**config.mk**
```make
export PLATFORM = sky130hd
export DESIGN_NAME = sclk_mode_gen
export DESIGN_NICKNAME = d
export VERILOG_FILES = /design/src/rtl/scm_pkg.sv /design/src/rtl/scm_sync.sv /design/src/rtl/scm_mode_ctl.sv /design/src/rtl/scm_bclk_div.sv /design/src/rtl/sclk_mode_gen.sv
export SDC_FILE = /design/constraint.sdc
export NUM_CORES = 1
export LEC_CHECK = 0
export ABC_CLOCK_PERIOD_IN_PS = 1020
export BUFFER_PORTS_ARGS = -buffer_cell sky130_fd_sc_hd__buf_2
export CAP_MARGIN = 40
export CORE_MARGIN = 2
export CORE_UTILIZATION = 45
export CTS_BUF_LIST = sky130_fd_sc_hd__clkbuf_16
export DETAILED_ROUTE_END_ITERATION = 16
export GPL_ROUTABILITY_DRIVEN = 0
export HOLD_SLACK_MARGIN = 0.08
export PLACE_DENSITY = 0.69
export REMOVE_ABC_BUFFERS = 1
export SYNTH_ARGS = -nofsm -noshare
export SYNTH_HDL_FRONTEND = slang
export SYNTH_SLANG_ARGS = --single-unit
export TNS_END_PERCENT = 100
```
**constraint.sdc**
```tcl
create_clock -name mclk -period 1.02 [get_ports mclk]
set_clock_uncertainty 0.2 [all_clocks]
set_input_delay 0.306 -clock mclk [delete_from_list [all_inputs] [get_ports mclk]]
set_output_delay 0.306 -clock mclk [all_outputs]
set_load 0.01 [all_outputs]
```
**src/rtl/scm_pkg.sv**
```systemverilog
package scm_pkg;

  localparam int DIV_W = 5;

  localparam logic [2:0] RAT_128 = 3'd0;
  localparam logic [2:0] RAT_192 = 3'd1;
  localparam logic [2:0] RAT_256 = 3'd2;
  localparam logic [2:0] RAT_384 = 3'd3;

  typedef enum logic [1:0] {
    FMT_I2S  = 2'd0,
    FMT_LEFT = 2'd1,
    FMT_RJ24 = 2'd2,
    FMT_RJ16 = 2'd3
  } fmt_e;

  // Master clocks per internal bit clock for a format / ratio pair.
  function automatic logic [DIV_W-1:0] bclk_divisor(input logic [1:0] fmt,
                                                     input logic [2:0] ratio);
    logic [DIV_W-1:0] d;
    logic             wide;
    logic             triple;
    wide   = (fmt == FMT_LEFT) || (fmt == FMT_RJ24);
    triple = (ratio == RAT_192) || (ratio == RAT_384);
    case (ratio)
      RAT_128: d = DIV_W'(4);
      RAT_192: d = DIV_W'(4);
      RAT_256: d = DIV_W'(8);
      RAT_384: d = DIV_W'(8);
      default: d = DIV_W'(16);
    endcase
    if (wide && !triple) d = d >> 1;
    return d;
  endfunction

endpackage

```
**src/rtl/scm_sync.sv**
```systemverilog
module scm_sync #(
  parameter int STAGES = 2,
  parameter int WIDTH  = 1
) (
  input  logic             clk,
  input  logic             rst_n,
  input  logic [WIDTH-1:0] d,
  output logic [WIDTH-1:0] q
);

  logic [WIDTH-1:0] stg [STAGES];

  always_ff @(posedge clk or negedge rst_n) begin
    if (!rst_n) begin
      for (int i = 0; i < STAGES; i++) stg[i] <= '0;
    end else begin
      stg[0] <= d;
      for (int i = 1; i < STAGES; i++) stg[i] <= stg[i-1];
    end
  end

  assign q = stg[STAGES-1];

endmodule

```
**src/rtl/scm_mode_ctl.sv**
```systemverilog
module scm_mode_ctl #(
  parameter int EDGE_THRESH  = 16,
  parameter int IDLE_PERIODS = 2
) (
  input  logic clk,
  input  logic rst_n,
  input  logic lr_s,
  input  logic bx_s,
  output logic frame_edge,
  output logic ext_mode
);

  localparam int CW = $clog2(EDGE_THRESH + 1);
  localparam int IW = $clog2(IDLE_PERIODS + 1);

  logic          lr_q, bx_q;
  logic          lr_rise, ext_rise;
  logic [CW-1:0] edge_cnt, edge_cnt_nxt;
  logic [IW-1:0] idle_cnt, idle_cnt_nxt;
  logic          seen, seen_nxt;
  logic          mode_nxt;
  logic          hit, drop;

  assign frame_edge = lr_s ^ lr_q;
  assign lr_rise    = lr_s & ~lr_q;
  assign ext_rise   = bx_s & ~bx_q;

  // edge counter, cleared on any frame transition
  always_comb begin
    edge_cnt_nxt = edge_cnt;
    if (frame_edge)
      edge_cnt_nxt = ext_rise ? CW'(1) : '0;
    else if (ext_rise && edge_cnt != CW'(EDGE_THRESH))
      edge_cnt_nxt = edge_cnt + CW'(1);
  end

  // idle period counter with per-period seen flag
  always_comb begin
    seen_nxt     = seen;
    idle_cnt_nxt = idle_cnt;
    if (lr_rise) begin
      seen_nxt = ext_rise;
      if (seen || ext_rise)
        idle_cnt_nxt = '0;
      else if (idle_cnt != IW'(IDLE_PERIODS))
        idle_cnt_nxt = idle_cnt + IW'(1);
    end else if (ext_rise) begin
      seen_nxt     = 1'b1;
      idle_cnt_nxt = '0;
    end
  end

  always_comb begin
    hit  = ext_rise && !frame_edge && (edge_cnt == CW'(EDGE_THRESH - 1));
    drop = lr_rise && !seen && !ext_rise && (idle_cnt == IW'(IDLE_PERIODS - 1));
    mode_nxt = ext_mode;
    if (!ext_mode && hit)
      mode_nxt = 1'b1;
    else if (ext_mode && drop)
      mode_nxt = 1'b0;
  end

  always_ff @(posedge clk or negedge rst_n) begin
    if (!rst_n) begin
      lr_q     <= 1'b0;
      bx_q     <= 1'b0;
      edge_cnt <= '0;
      idle_cnt <= '0;
      seen     <= 1'b0;
      ext_mode <= 1'b0;
    end else begin
      lr_q     <= lr_s;
      bx_q     <= bx_s;
      edge_cnt <= edge_cnt_nxt;
      idle_cnt <= idle_cnt_nxt;
      seen     <= seen_nxt;
      ext_mode <= mode_nxt;
    end
  end

  // entry only when the counted run completes
  a_r2_entry_on_full_run: assert property (@(posedge clk) disable iff (!rst_n)
    $rose(ext_mode) |-> ($past(edge_cnt) == CW'(EDGE_THRESH - 1) && $past(ext_rise)));

  // count never passes its limit
  a_r2_cnt_bounded: assert property (@(posedge clk) disable iff (!rst_n)
    edge_cnt <= CW'(EDGE_THRESH));

  // count restarts after every frame transition
  a_r3_cnt_cleared: assert property (@(posedge clk) disable iff (!rst_n)
    frame_edge |=> (edge_cnt <= CW'(1)));

  // exit only at a frame rising edge ending the last silent period
  a_r4_exit_after_idle: assert property (@(posedge clk) disable iff (!rst_n)
    $fell(ext_mode) |-> ($past(lr_rise) && $past(idle_cnt) == IW'(IDLE_PERIODS - 1)));

endmodule

```
**src/rtl/scm_bclk_div.sv**
```systemverilog
module scm_bclk_div #(
  parameter int DW = 5
) (
  input  logic          clk,
  input  logic          rst_n,
  input  logic          frame_edge,
  input  logic [DW-1:0] div_sel,
  output logic          bclk_int
);

  logic [DW-1:0] cnt, cnt_nxt;
  logic [DW-1:0] half;
  logic          bclk_nxt;

  always_comb begin
    half = div_sel >> 1;
    if (frame_edge || cnt >= div_sel - DW'(1))
      cnt_nxt = '0;
    else
      cnt_nxt = cnt + DW'(1);
    bclk_nxt = (cnt_nxt >= half) && !frame_edge;
  end

  always_ff @(posedge clk or negedge rst_n) begin
    if (!rst_n) begin
      cnt      <= '0;
      bclk_int <= 1'b0;
    end else begin
      cnt      <= cnt_nxt;
      bclk_int <= bclk_nxt;
    end
  end

  // phase restarts low after every frame edge
  a_r7_phase_restart: assert property (@(posedge clk) disable iff (!rst_n)
    frame_edge |=> (cnt == '0 && !bclk_int));

  // counter stays inside the selected period while the select holds
  a_r6_cnt_in_range: assert property (@(posedge clk) disable iff (!rst_n)
    ($stable(div_sel) && $past(cnt) < div_sel) |-> (cnt < div_sel));

endmodule

```
**src/rtl/sclk_mode_gen.sv**
```systemverilog
module sclk_mode_gen #(
  parameter int SYNC_STAGES  = 2,
  parameter int EDGE_THRESH  = 16,
  parameter int IDLE_PERIODS = 2
) (
  input  logic       mclk,
  input  logic       rst_n,
  input  logic       lrck,
  input  logic       bclk_ext,
  input  logic [1:0] fmt_sel,
  input  logic [2:0] ratio_sel,
  output logic       ext_mode,
  output logic       bclk_out
);

  import scm_pkg::*;

  logic                   rst_s_n;
  logic                   lr_s, bx_s;
  logic                   frame_edge;
  logic                   bclk_int;
  logic [DIV_W-1:0]       div_sel;
  logic                   bclk_nxt;

  scm_sync #(.STAGES(2), .WIDTH(1)) u_rst_sync (
    .clk   (mclk),
    .rst_n (rst_n),
    .d     (1'b1),
    .q     (rst_s_n)
  );

  scm_sync #(.STAGES(SYNC_STAGES), .WIDTH(2)) u_in_sync (
    .clk   (mclk),
    .rst_n (rst_s_n),
    .d     ({lrck, bclk_ext}),
    .q     ({lr_s, bx_s})
  );

  scm_mode_ctl #(.EDGE_THRESH(EDGE_THRESH), .IDLE_PERIODS(IDLE_PERIODS)) u_mode (
    .clk        (mclk),
    .rst_n      (rst_s_n),
    .lr_s       (lr_s),
    .bx_s       (bx_s),
    .frame_edge (frame_edge),
    .ext_mode   (ext_mode)
  );

  assign div_sel = bclk_divisor(fmt_sel, ratio_sel);

  scm_bclk_div #(.DW(DIV_W)) u_div (
    .clk        (mclk),
    .rst_n      (rst_s_n),
    .frame_edge (frame_edge),
    .div_sel    (div_sel),
    .bclk_int   (bclk_int)
  );

  always_comb bclk_nxt = ext_mode ? bx_s : bclk_int;

  always_ff @(posedge mclk or negedge rst_s_n) begin
    if (!rst_s_n) bclk_out <= 1'b0;
    else          bclk_out <= bclk_nxt;
  end

  // reset leaves the block in internal mode
  a_r1_reset_internal: assert property (@(posedge mclk) disable iff (!rst_n)
    $rose(rst_s_n) |-> !ext_mode);

endmodule

```
==> results.yml <==
final_layout:
  multi_input_area_um2: 867
  syn2layout_area_growth_pct: 68.7
  design_area_mm2: 0.00212
  fillCellCount: 165
  final_cell_count_no_fill: 207
  seq_area_um2: 601
  antenna_cells: 0
  fin_nets: 202
  utilization_pct: 78.1
  drive_gt1_share_pct: 56.3
worst_setup_path:
  cp-start-kind: "input port"
  critPathKind: "in2reg"
  cp_max_fo: 3
  worstPathArrival_ns: 3.07
  crit_path_end_kind: "register"
  cp_data_required_time_ns: 0.95
  reg2reg_depth: 9
flow_run:
  drv_cap: 0
clock_network:
  cts_tree: "done"
  clock_latency_ns: 0.26
  cts.sinks: 24
  cts_root_buf: "clkbuf_16"
  clk_pin_slew_ns: 0.06
  ctsHoldBuffers: 3
  cts_buffer_depth: 2
  cts_made_buffers: 3
  htree_levels: 1
pwr:
  p_per_area_mw_per_mm2: 1500
  irDropWorstVdd_uv: 1370
  p_total_mw: 3.17
  p_leak_nw: 0.972
synth:
  synth.area.top_cells: "dfrtp_1, ha_1, inv_1"
  yosysTopAreaCellShare_pct: 47.9
  synthFlopType: "dfrtp_1"
  ys_types: 36
  yosys_warnings: 0
  netlist_area_mm2: 0.00125
  syn_avg_cell_area_um2: 10.7
  synth_top_cell_by_area: "dfrtp_1"
  async_flop_share_pct: 100
  synth_edf_count: 0
  ys_ff_latch: 24
  netlist_instances: 117
  seq_area_frac_synth_pct: 47.9
floorplanning:
  start_util_pct: 46.3
  die_w_um: 56.8
  num_rows: 19
  io_pins: 11
  fp.dieH_um: 56.8
  core-area_mm2: 0.00271
  die_area_mm2: 0.00323
detailed_routing:
  firstDrtPassIters: 4
  ant_nets: 0
  viasPerCell: 5.26
  first_iter_violations: 30
  routed_wirelength_mm: 3.58
  via_count: 1089
  wl_per_cell_um: 17.3
  route.detailed.drc: 0
place:
  post-place-cells: 186
  postPlaceCellArea_mm2: 0.00156
  dp_hpwl_mm: 1.91
  io_buffer_count: 10
  dp_slack_ns: -2.53
sta:
  fmax_mhz: 318
  period_share_pct: 308
  setup_slack_ns: -2.12
  hold_violations: 0
  layout_min_cycle_time_ns: 3.14
  hold_ws_ns: 0.00469
  setup_viol: 18
  rsz0062_at_grt: "yes"
  tns_ns: -13.57
  maxSlewViolCount: 0
global_routing:
  grt_use_total_pct: 20.9
  grt_max_degree: 23
  antenna_found_initial: 0
  grt_pass1_wl_mm: 5.19
  grt_pass1_vias: 1169
  grt_overflow: 0
status:
  status: "finished, violations left"
  failed_checks: "negative setup slack"
worst_hold_path:
  hold_path_class: "reg2async"
## final timing paths
check | startpoint | endpoint | slack [ns]
worst max-delay path | fmt_sel[1] | u_div.bclk_int | -2.12
min in group mclk | u_rst_sync.stg[1] | u_rst_sync.q | 0.15
worst min-delay path | u_rst_sync.q | u_mode.lr_q | 0.005
worst min register to register | u_rst_sync.q | u_mode.lr_q | 0.005
max in group asynchronous | rst_n | u_rst_sync.stg[1] | 0.34
worst max register to register | u_div.cnt[2] | u_div.bclk_int | -1.39
## synth_stat cells, drive strengths merged, types with 2 or more instances
cell      n
o21ai     4
a31oi     2
xnor2     3
a21oi     6
inv      11
nand2     7
and3      2
or3       2
nor3b     2
dfrtp    24
ha       16
xor2      4
nor2      9
nand3     3
nor3      3
and2      2
a2bb2oi   2
## layout make-up
type | instances | share of cell area (%)
Clock buffer | 3 | 3.55
Clock inverter | 1 | 1.42
Inverter | 12 | 2.42
Multi-Input combinational cell | 82 | 41.0
Sequential cell | 24 | 28.4
Tap cell | 31 | 1.83
Timing Repair Buffer | 54 | 21.5
## critical path, stage by stage
cell and delay [ns]:
buf_8 0.10, xnor2_4 0.13, o21a_1 0.19, or3_4 0.39, ha_4 0.18, xor2_2 0.17
ha_2 0.30, nand2_2 0.10, a21oi_4 0.04, or2_4 0.29, nor2_2 0.15, ha_1 0.28
o21ai_4 0.08, a21oi_2 0.04, o31a_1 0.32
## state kept, by name, summed over array words and instances (netlist names)
| name | flops |
|---|---|
| u_div.cnt | 5 |
| u_mode.edge_cnt | 5 |
| u_in_sync.q | 2 |
| u_in_sync.stg | 2 |
| u_mode.idle_cnt | 2 |
| bclk_out | 1 |
| u_div.bclk_int | 1 |
| u_mode.bx_q | 1 |
| u_mode.ext_mode | 1 |
| u_mode.lr_q | 1 |
| u_mode.seen | 1 |
| u_rst_sync.q | 1 |
| u_rst_sync.stg | 1 |
## cell usage in the layout, fill, tap and decap left out, types with 4 or more instances in the layout
master and count:
ha_4 8, ha_1 6, nand2_1 5, inv_2 4
dfrtp_1 24, buf_6 11, buf_2 8, nor2_1 5
buf_4 30, inv_1 5
## logic make-up after synthesis
group	share of synthesized area, %
fa+ha+maj	16.0
simple gates	15.5
flops	47.9
xor+xnor	4.89
mux	1.69
compound gates	10.3
other cells	0.299
buf+inv	3.59
## per-layer routing
| layer | up-vias | wire (µm) | GRT usage (%) |
|---|---|---|---|
| met4 | 0 | 90 | 7.31 |
| met1 | 533 | 1290 | 22.1 |
| met5 | - | 0 | 0 |
| met2 | 28 | 2090 | 40.4 |
| met3 | 10 | 103 | 3.92 |
| li1 | 518 | - | - |
## power breakdown
group / total, mW / internal [mW] / switching, mW
registers: 1.10 / 1.03 / 0.0671
clock network: 1.12 / 0.780 / 0.338
logic: 0.960 / 0.522 / 0.438
## timing repair
item / CTS / global route
endpoints found under the setup margin: 18 / 18
setup buffers: 11 / 4
cloned: 0 / 0
pin swaps: 21 / 21
hold endpoints to repair: 26 / 22
resized for setup: 38 / 28
(Power assumes the default switching activity.)
